<file path="src/rtl/dclk_pkg.sv">
package dclk_pkg;

  // Decoded register command for one cycle
  typedef struct packed {
    logic launch;  // count register written
    logic clear;   // status written with bit 0 set
  } dclk_cmd_t;

endpackage

</file>
<file path="src/rtl/dclk_regif.sv">
module dclk_regif
  import dclk_pkg::*;
#(
  parameter int ADDR_W    = 8,
  parameter int DATA_W    = 32,
  parameter int CNT_W     = 32,
  parameter int CNT_OFFS  = 8,
  parameter int STAT_OFFS = 12
) (
  input  logic              clk,
  input  logic              rst,
  input  logic              wr_en,
  input  logic [ADDR_W-1:0] wr_addr,
  input  logic [DATA_W-1:0] wr_data,
  input  logic [ADDR_W-1:0] rd_addr,
  input  logic              done,
  output dclk_cmd_t         cmd,
  output logic [CNT_W-1:0]  count,
  output logic [DATA_W-1:0] rd_data
);

  localparam logic [ADDR_W-1:0] CNT_A  = ADDR_W'(CNT_OFFS);
  localparam logic [ADDR_W-1:0] STAT_A = ADDR_W'(STAT_OFFS);

  always_comb begin
    cmd.launch = wr_en && (wr_addr == CNT_A);
    cmd.clear  = wr_en && (wr_addr == STAT_A) && wr_data[0];
    count      = wr_data[CNT_W-1:0];
  end

  always_ff @(posedge clk) begin
    if (rst) begin
      rd_data <= '0;
    end else if (rd_addr == STAT_A) begin
      rd_data <= {{(DATA_W-1){1'b0}}, done};
    end else begin
      rd_data <= '0;
    end
  end

  AST_RD_FOLLOWS_DONE: assert property (@(posedge clk) disable iff (rst)
    (rd_addr == STAT_A) |=> (rd_data[0] == $past(done)));

endmodule

</file>
<file path="src/rtl/dclk_pulse_engine.sv">
module dclk_pulse_engine #(
  parameter int CNT_W = 32,
  parameter int DIV   = 2
) (
  input  logic             clk,
  input  logic             rst,
  input  logic             launch,
  input  logic [CNT_W-1:0] count,
  output logic             dclk_q,
  output logic             busy,
  output logic             finish
);

  localparam int DIV_W = (DIV > 1) ? $clog2(DIV) : 1;
  localparam logic [DIV_W-1:0] DIV_LAST = DIV_W'(DIV - 1);

  logic [DIV_W-1:0] divcnt;
  logic [CNT_W-1:0] remain;
  logic             last_tick;

  assign last_tick = busy && (divcnt == '0) && !dclk_q && (remain == CNT_W'(1));
  assign finish    = launch ? (count == '0) : last_tick;

  always_ff @(posedge clk) begin
    if (rst) begin
      busy   <= 1'b0;
      dclk_q <= 1'b0;
      divcnt <= '0;
      remain <= '0;
    end else if (launch) begin
      divcnt <= DIV_LAST;
      remain <= count;
      busy   <= (count != '0);
      dclk_q <= (count != '0);
    end else if (busy) begin
      if (divcnt != '0) begin
        divcnt <= divcnt - 1'b1;
      end else if (dclk_q) begin
        dclk_q <= 1'b0;
        divcnt <= DIV_LAST;
      end else if (remain == CNT_W'(1)) begin
        busy   <= 1'b0;
        remain <= '0;
      end else begin
        remain <= remain - 1'b1;
        dclk_q <= 1'b1;
        divcnt <= DIV_LAST;
      end
    end
  end

  AST_IDLE_LOW: assert property (@(posedge clk) disable iff (rst)
    !busy |-> !dclk_q);

  AST_REMAIN_NO_GROW: assert property (@(posedge clk) disable iff (rst)
    (busy && !launch) |=> (remain <= $past(remain)));

  generate
    if (DIV >= 2) begin : g_width
      AST_HIGH_HOLDS: assert property (@(posedge clk) disable iff (rst)
        $rose(dclk_q) |=> dclk_q);
    end
  endgenerate

endmodule

</file>
<file path="src/rtl/dclk_done_flag.sv">
module dclk_done_flag (
  input  logic clk,
  input  logic rst,
  input  logic set,
  input  logic launch,
  input  logic clr,
  output logic done
);

  always_ff @(posedge clk) begin
    if (rst) begin
      done <= 1'b0;
    end else if (set) begin
      done <= 1'b1;
    end else if (launch || clr) begin
      done <= 1'b0;
    end
  end

  AST_DONE_HOLD: assert property (@(posedge clk) disable iff (rst)
    (!set && !launch && !clr) |=> $stable(done));

  AST_DONE_CLEAR: assert property (@(posedge clk) disable iff (rst)
    (clr && !set) |=> !done);

endmodule

</file>
<file path="src/rtl/dclk_burst_gen.sv">
module dclk_burst_gen
  import dclk_pkg::*;
#(
  parameter int ADDR_W    = 8,
  parameter int DATA_W    = 32,
  parameter int CNT_W     = 32,
  parameter int DIV       = 2,
  parameter int CNT_OFFS  = 8,
  parameter int STAT_OFFS = 12
) (
  input  logic              clk,
  input  logic              rst,
  input  logic              wr_en,
  input  logic [ADDR_W-1:0] wr_addr,
  input  logic [DATA_W-1:0] wr_data,
  input  logic [ADDR_W-1:0] rd_addr,
  output logic [DATA_W-1:0] rd_data,
  output logic              dclk_o
);

  dclk_cmd_t        cmd;
  logic [CNT_W-1:0] count;
  logic             done;
  logic             busy;
  logic             finish;

  dclk_regif #(
    .ADDR_W(ADDR_W), .DATA_W(DATA_W), .CNT_W(CNT_W),
    .CNT_OFFS(CNT_OFFS), .STAT_OFFS(STAT_OFFS)
  ) regif_i (
    .clk(clk), .rst(rst), .wr_en(wr_en), .wr_addr(wr_addr),
    .wr_data(wr_data), .rd_addr(rd_addr), .done(done),
    .cmd(cmd), .count(count), .rd_data(rd_data)
  );

  dclk_pulse_engine #(.CNT_W(CNT_W), .DIV(DIV)) engine_i (
    .clk(clk), .rst(rst), .launch(cmd.launch), .count(count),
    .dclk_q(dclk_o), .busy(busy), .finish(finish)
  );

  dclk_done_flag flag_i (
    .clk(clk), .rst(rst), .set(finish), .launch(cmd.launch),
    .clr(cmd.clear), .done(done)
  );

  AST_ZERO_COUNT: assert property (@(posedge clk) disable iff (rst)
    (cmd.launch && count == '0) |=> (done && !dclk_o));

  AST_DONE_NOT_BUSY: assert property (@(posedge clk) disable iff (rst)
    done |-> !busy);

  AST_LAUNCH_CLEARS: assert property (@(posedge clk) disable iff (rst)
    (cmd.launch && count != '0) |=> (!done && dclk_o));

endmodule

</file>
<file path="config.mk">
export PLATFORM = sky130hd
export DESIGN_NAME = dclk_burst_gen
export DESIGN_NICKNAME = d
export VERILOG_FILES = /design/src/rtl/dclk_pkg.sv /design/src/rtl/dclk_regif.sv /design/src/rtl/dclk_pulse_engine.sv /design/src/rtl/dclk_done_flag.sv /design/src/rtl/dclk_burst_gen.sv
export SDC_FILE = /design/constraint.sdc
export NUM_CORES = 1
export LEC_CHECK = 0
export BUFFER_PORTS_ARGS = -buffer_cell sky130_fd_sc_hd__buf_2
export CAP_MARGIN = 20
export CORE_MARGIN = 3
export CORE_UTILIZATION = 35
export DETAILED_ROUTE_END_ITERATION = 8
export SLEW_MARGIN = 20
export SYNTH_ARGS = -nofsm -noshare
export SYNTH_HDL_FRONTEND = slang
export SYNTH_SLANG_ARGS = --single-unit
</file>
<file path="constraint.sdc">
create_clock -name clk -period 2.95 [get_ports clk]
set_input_delay 0.1475 -clock clk [delete_from_list [all_inputs] [get_ports clk]]
set_output_delay 0.1475 -clock clk [all_outputs]
set_load 0.1 [all_outputs]
</file>
==> results.sh, run 1 <==
export IMPL_drv_cap=0
export IMPL_syn_cell_area_um2=2514
export IMPL_comb_power_share_pct=25.2
export IMPL_antenna_left=0
export IMPL_worst_skew_pair_late_latency_ps=280
export IMPL_avgSynthCellArea_um2=7.806
export IMPL_async_reset_ff_share_pct=0
export IMPL_path_clk_slew_ps=70
export IMPL_num_vias=2463
export IMPL_fin_crit_sh_pct=91.10
export IMPL_grt_max_degree=35
export IMPL_setup_viol=0
export IMPL_drt_first_pass_iters=4
export IMPL_cts_resized=0
export IMPL_synth_seq_area_share_pct=29.47
export IMPL_synthCells=322
export IMPL_clock_sinks=37
export IMPL_track_usage_pct=16.68
export IMPL_nNetsFinal=428
export IMPL_max_slew_margin_rel_pct=57.75
export IMPL_multi_input_area_um2=1579
export IMPL_rsz0062_at_grt="no"
export IMPL_via_per_inst=5.229
export IMPL_crit_type="reg -> reg"
export IMPL_status="completed"
export IMPL_rr_worst_depth=5
export IMPL_initial_core_util_pct=36.59
export IMPL_worst_path_buf_inv=0
export IMPL_h_tree_depth=2
export IMPL_drive_above_1_share_pct=21.07
export IMPL_drcViolationCount=0
export IMPL_cp_data_arrival_time_ps=2880
export IMPL_antenna_cells=0
export IMPL_coreArea_um2=6869
export IMPL_synth_top_cell_area_share_pct=29.47
export IMPL_crit_chain="or4_4 -> or4_4 -> or4_1 -> or4_1 -> a311oi_1"
export IMPL_p_per_area_nw_per_um2=400.9
export IMPL_critPathRequiredTime_ps=3150
export IMPL_worst_hold_slack_ps=68.39
export IMPL_critPathTopFamily="simple AND/OR/NAND/NOR gates"
export IMPL_dieArea_um2=8235
export IMPL_drt_iter0_markers=188
export IMPL_fp_dieH_um=90.75
export IMPL_cp_start_kind="flop"
export IMPL_worstMarginPinSlew_ps=628.0
export IMPL_synth_ff_type="dfxtp_1"
export IMPL_critPathMaxFanout=7
export IMPL_antenna_found_initial=0
export IMPL_power_switching_uw=412.9
export IMPL_skew_ps=4.141
export IMPL_grt_pass1_wl_um=11310
export IMPL_core_rowCount=30
export IMPL_p_int_uw=744.9
export IMPL_ios=84
export IMPL_synth_cell_types=45
export IMPL_overflow=0
export IMPL_fillers=729
export IMPL_yosys_warnings=0
export IMPL_dp_worst_setup_slack_ps=261.9
export IMPL_synthTopCellsByArea="dfxtp_1 29%, buf_4 9.3%, xnor2_1 6.6%"
export IMPL_max_freq_mhz=372.1
export IMPL_post_cts_repair_setup_buffers=0
export IMPL_max_vdd_ir_drop_uv=215.2
export IMPL_hold_violations=0
export IMPL_synth_edf_count=0
export IMPL_final_cell_mix="52 x buf_2, 37 x dfxtp_1, 31 x conb_1"
export IMPL_dp_hpwl_um=5177
export IMPL_p_clk_share_pct=31.3
export IMPL_final_setup_worst_slack_ps=262.5
export IMPL_ys_ff_latch=37
export IMPL_final_setup_tns_ps=0
export IMPL_slowest_delay_ps=580
export IMPL_final_common_cell="buf_2"
export IMPL_hp_class="in -> reg"
export IMPL_cp_slowest_cell="or4_4"
export IMPL_dieWidth_um=90.75
export IMPL_hold_path_depth=3
export IMPL_yosysTopAreaCell="dfxtp_1"
export IMPL_switching_share_pct=35.66
export IMPL_port_buffers=52
export IMPL_fin_crit_ps=2688
export IMPL_hold_buffers=0
export IMPL_wl_um=6837
export IMPL_clk_path_buf_depth=2
export IMPL_critical_path_depth=5
export IMPL_p_leak_uw=0.001267
export IMPL_area_growth_pct=14.88
export IMPL_cts_tree="done"
export IMPL_cts_root_buf="clkbuf_8"
export IMPL_gp_congestion=0.7955
export IMPL_grt_pass1_vias=2267
export IMPL_pwr_share_seq_pct=43.5
export IMPL_cp_end_kind="flop"
export IMPL_maxSlewViolCount=0
export IMPL_ff_latch_area_um2=740.7
export IMPL_post_drt_wl_per_cell_um=14.52
export IMPL_cts_buffers=5
power by group through the flow:
stage | combinational, uW | sequential (uW) | clock (uW)
finish | 291 | 504 | 363
global route | 307 | 504 | 390
CTS | 292 | 504 | 367
detailed placement | 291 | 515 | 0
global placement | 290 | 515 | 0
floorplan | 263 | 515 | 0
cell families (layout without fill, tap and decap cells):
| kind of cell | after synthesis | in the layout | synth area share (%) |
|---|---|---|---|
| xor+xnor | 25 | 25 | 8.711 |
| compound gates | 77 | 77 | 18.72 |
| flops | 37 | 37 | 29.47 |
| simple gates | 128 | 128 | 29.57 |
| buf+inv | 52 | 75 | 12.39 |
| other cells | 1 | 31 | 0.1492 |
| fa+ha+maj | 2 | 2 | 0.9954 |
tightest hold or removal path, cell delays in order:
cell and delay (ps):
buf_2 80, nand2_1 40, o21ai_0 50
area by class of cell:
type,instances,area share (%)
Timing Repair Buffer,63,11.87
Sequential cell,37,25.65
Inverter,5,0.6499
Tap cell,96,4.159
Multi-Input combinational cell,263,54.68
Clock buffer,7,2.990
cells in the mapped netlist, drive strengths merged (3+ instances only):
cell type,n
nand2,14
or3,7
nand3,12
o22ai,12
a211oi,5
nand3b,3
a2111oi,5
clkbuf,15
a31oi,5
inv,5
nand2b,3
a21oi,26
nor2,16
xnor2,19
and3,16
dfxtp,37
nor4,23
xor2,6
nor3,13
or4,7
buf,32
o21ai,14
path summary, 6_finish.rpt:
kind | startpoint | to | slack [ps]
setup reg to reg | engine_i.remain[19] | engine_i.remain[30] | 260
hold reg to reg | engine_i.remain[30] | engine_i.remain[30] | 520
setup / recovery | engine_i.remain[19] | engine_i.remain[30] | 260
hold / removal | wr_data[12] | engine_i.remain[12] | 70
per-layer routing:
layer  GRT usage, %  wire (um)  share of wire [%]  vias to the layer above
met2          25.63       3139                 46                       67
met1          23.64       3231                 47                     1139
met4          3.954         45               0.66                        0
met3          3.667        419                6.1                        5
li1               -          -                  -                     1252
met5              0          0                  0                        -
registers in the layout, summed over array words and instances (netlist names):
register         count
engine_i.remain     32
engine_i.busy        1
engine_i.dclk_q      1
engine_i.divcnt      1
flag_i.done          1
regif_i.rd_data      1
metrics by stage:
stage	std cells	power [uW]	utilization (%)	instance area [um^2]
final	471	1158	42.04	2888
after global placement	464	805.1	40.78	2801
after CTS	471	1163	42.04	2888
after floorplan	352	778.6	-	2626
after global routing	471	1201	42.04	2888
after detailed placement	464	806.0	40.78	2801
Note: power is estimated with default switching activity, not from simulation.
==> run 2: changes to the inputs <==
Settings changed: CORE_ASPECT_RATIO set to 1.2.
==> results.sh, run 2 (synthesis gave the netlist of run 1 again) <==
export IMPL_drive_above_1_share_pct=21.49
export IMPL_ios=84
export IMPL_regMostFlops="engine_i.remain"
export IMPL_largest_reg_flops=32
export IMPL_port_buffers=52
export IMPL_worstMarginPinSlew_ps=608.9
export IMPL_drt_first_pass_iters=4
export IMPL_wl_met3_um=545
export IMPL_h_tree_depth=2
export IMPL_max_slew_margin_rel_pct=59.41
export IMPL_hold_buffers=0
export IMPL_post_drt_wl_per_cell_um=15.21
export IMPL_area_growth_pct=15.03
export IMPL_clock_sinks=37
export IMPL_drt_iter0_markers=132
export IMPL_cts_tree="done"
export IMPL_fin_crit_ps=2727
export IMPL_p_per_area_nw_per_um2=402.1
export IMPL_dp_hpwl_um=5171
export IMPL_max_freq_mhz=366.6
export IMPL_worst_skew_pair_late_latency_ps=290
export IMPL_layout_cells_non_filler=464
export IMPL_antenna_left=0
export IMPL_slowest_delay_ps=590
export IMPL_crit_type="reg -> reg"
export IMPL_final_core_util_pct=41.93
export IMPL_final_cell_mix="52 x buf_2, 37 x dfxtp_1, 31 x conb_1"
export IMPL_status="completed"
export IMPL_core_rowCount=33
export IMPL_max_vdd_ir_drop_uv=176.9
export IMPL_fin_crit_sh_pct=92.46
export IMPL_dieArea_um2=8239
export IMPL_cts_buffers=5
export IMPL_final_common_cell="buf_2"
export IMPL_nNetsFinal=430
export IMPL_hp_class="in -> reg"
export IMPL_antenna_found_initial=0
export IMPL_setup_viol=0
export IMPL_via_per_inst=5.448
export IMPL_initial_core_util_pct=36.45
export IMPL_path_clk_slew_ps=70
export IMPL_cts_root_buf="clkbuf_8"
export IMPL_num_vias=2528
export IMPL_drv_cap=0
export IMPL_p_clk_share_pct=31.5
export IMPL_track_usage_pct=16.90
export IMPL_met1_length_um=3110
export IMPL_comb_power_share_pct=25.2
export IMPL_cp_end_kind="flop"
export IMPL_switching_share_pct=35.93
export IMPL_cp_slowest_cell="or4_4"
export IMPL_skew_ps=4.224
export IMPL_overflow=0
export IMPL_critPathRequiredTime_ps=3150
export IMPL_maxSlewViolCount=0
export IMPL_grt_max_degree=30
export IMPL_final_setup_tns_ps=0
export IMPL_crit_chain="or4_4 -> or4_4 -> or4_1 -> or4_1 -> a311oi_1"
export IMPL_gp_congestion=0.8364
export IMPL_wl_um=7059
export IMPL_grt_pass1_wl_um=11340
export IMPL_critPathTopFamily="simple AND/OR/NAND/NOR gates"
export IMPL_fp_dieH_um=98.84
export IMPL_post_cts_repair_setup_buffers=0
export IMPL_cp_start_kind="flop"
export IMPL_met2_wirelength_um=3182
export IMPL_worst_path_buf_inv=0
export IMPL_antenna_cells=0
export IMPL_drcViolationCount=0
export IMPL_post_place_cells=457
export IMPL_cp_data_arrival_time_ps=2930
export IMPL_coreArea_um2=6895
export IMPL_rsz0062_at_grt="no"
export IMPL_dieWidth_um=83.36
export IMPL_grt_pass1_vias=2362
export IMPL_cts_resized=0
export IMPL_highest_layer="met4"
export IMPL_power_switching_uw=417.8
export IMPL_pwr_share_seq_pct=43.3
export IMPL_clk_path_buf_depth=2
export IMPL_p_int_uw=744.9
export IMPL_hold_violations=0
export IMPL_p_leak_uw=0.001277
export IMPL_critPathMaxFanout=7
## run 2: cell count changes in the layout (fill, tap and decap cells not counted)
cell,previous run,this run
buf_4,11,13
## run 2: layout make-up
type                            instances  area, um^2
Clock buffer                            7       86.33
Multi-Input combinational cell        263        1579
Inverter                                5       18.77
Fill cell                             750        4004
Sequential cell                        37       740.7
Tap cell                               87       108.9
Timing Repair Buffer                   65       357.8
## run 2: power groups by stage
stage	logic, uW	registers [uW]	clock network (uW)
after floorplan	263	515	0
after global placement	290	515	0
after detailed placement	291	515	0
after CTS	292	504	377
after global routing	306	504	398
final	293	504	366
## run 2: worst paths after layout
path | start | end | slack [ps] | cells after the start
worst max-delay path | engine_i.remain[19] | engine_i.remain[30] | 220 | 5
worst min-delay path | wr_data[17] | engine_i.remain[17] | 80 | 3
worst max register to register | engine_i.remain[19] | engine_i.remain[30] | 220 | 5
worst min register to register | engine_i.busy | engine_i.busy | 520 | 2
## run 2: layer usage
layer / track usage [%] / vias up
met5: 0 / -
met4: 7.799 / 0
met3: 4.264 / 21
met2: 27.22 / 102
met1: 21.21 / 1152
li1: - / 1253
## run 2: worst reg2reg max path, stage by stage (launching register included)
cell and delay [ps]:
dfxtp_1 380, or4_4 590, or4_4 510, or4_1 420, or4_1 480, a311oi_1 260
## run 2: through the flow
stage	setup WS, ps	hold WS [ps]	power [uW]	area, um^2
after CTS	217.3	72.33	1172	2892
after global routing	138.3	88.66	1209	2892
after floorplan	363.0	256.1	778.6	2626
after detailed placement	246.3	376.0	806.0	2805
after global placement	301.0	367.1	805.7	2805
final	222.5	75.20	1163	2892
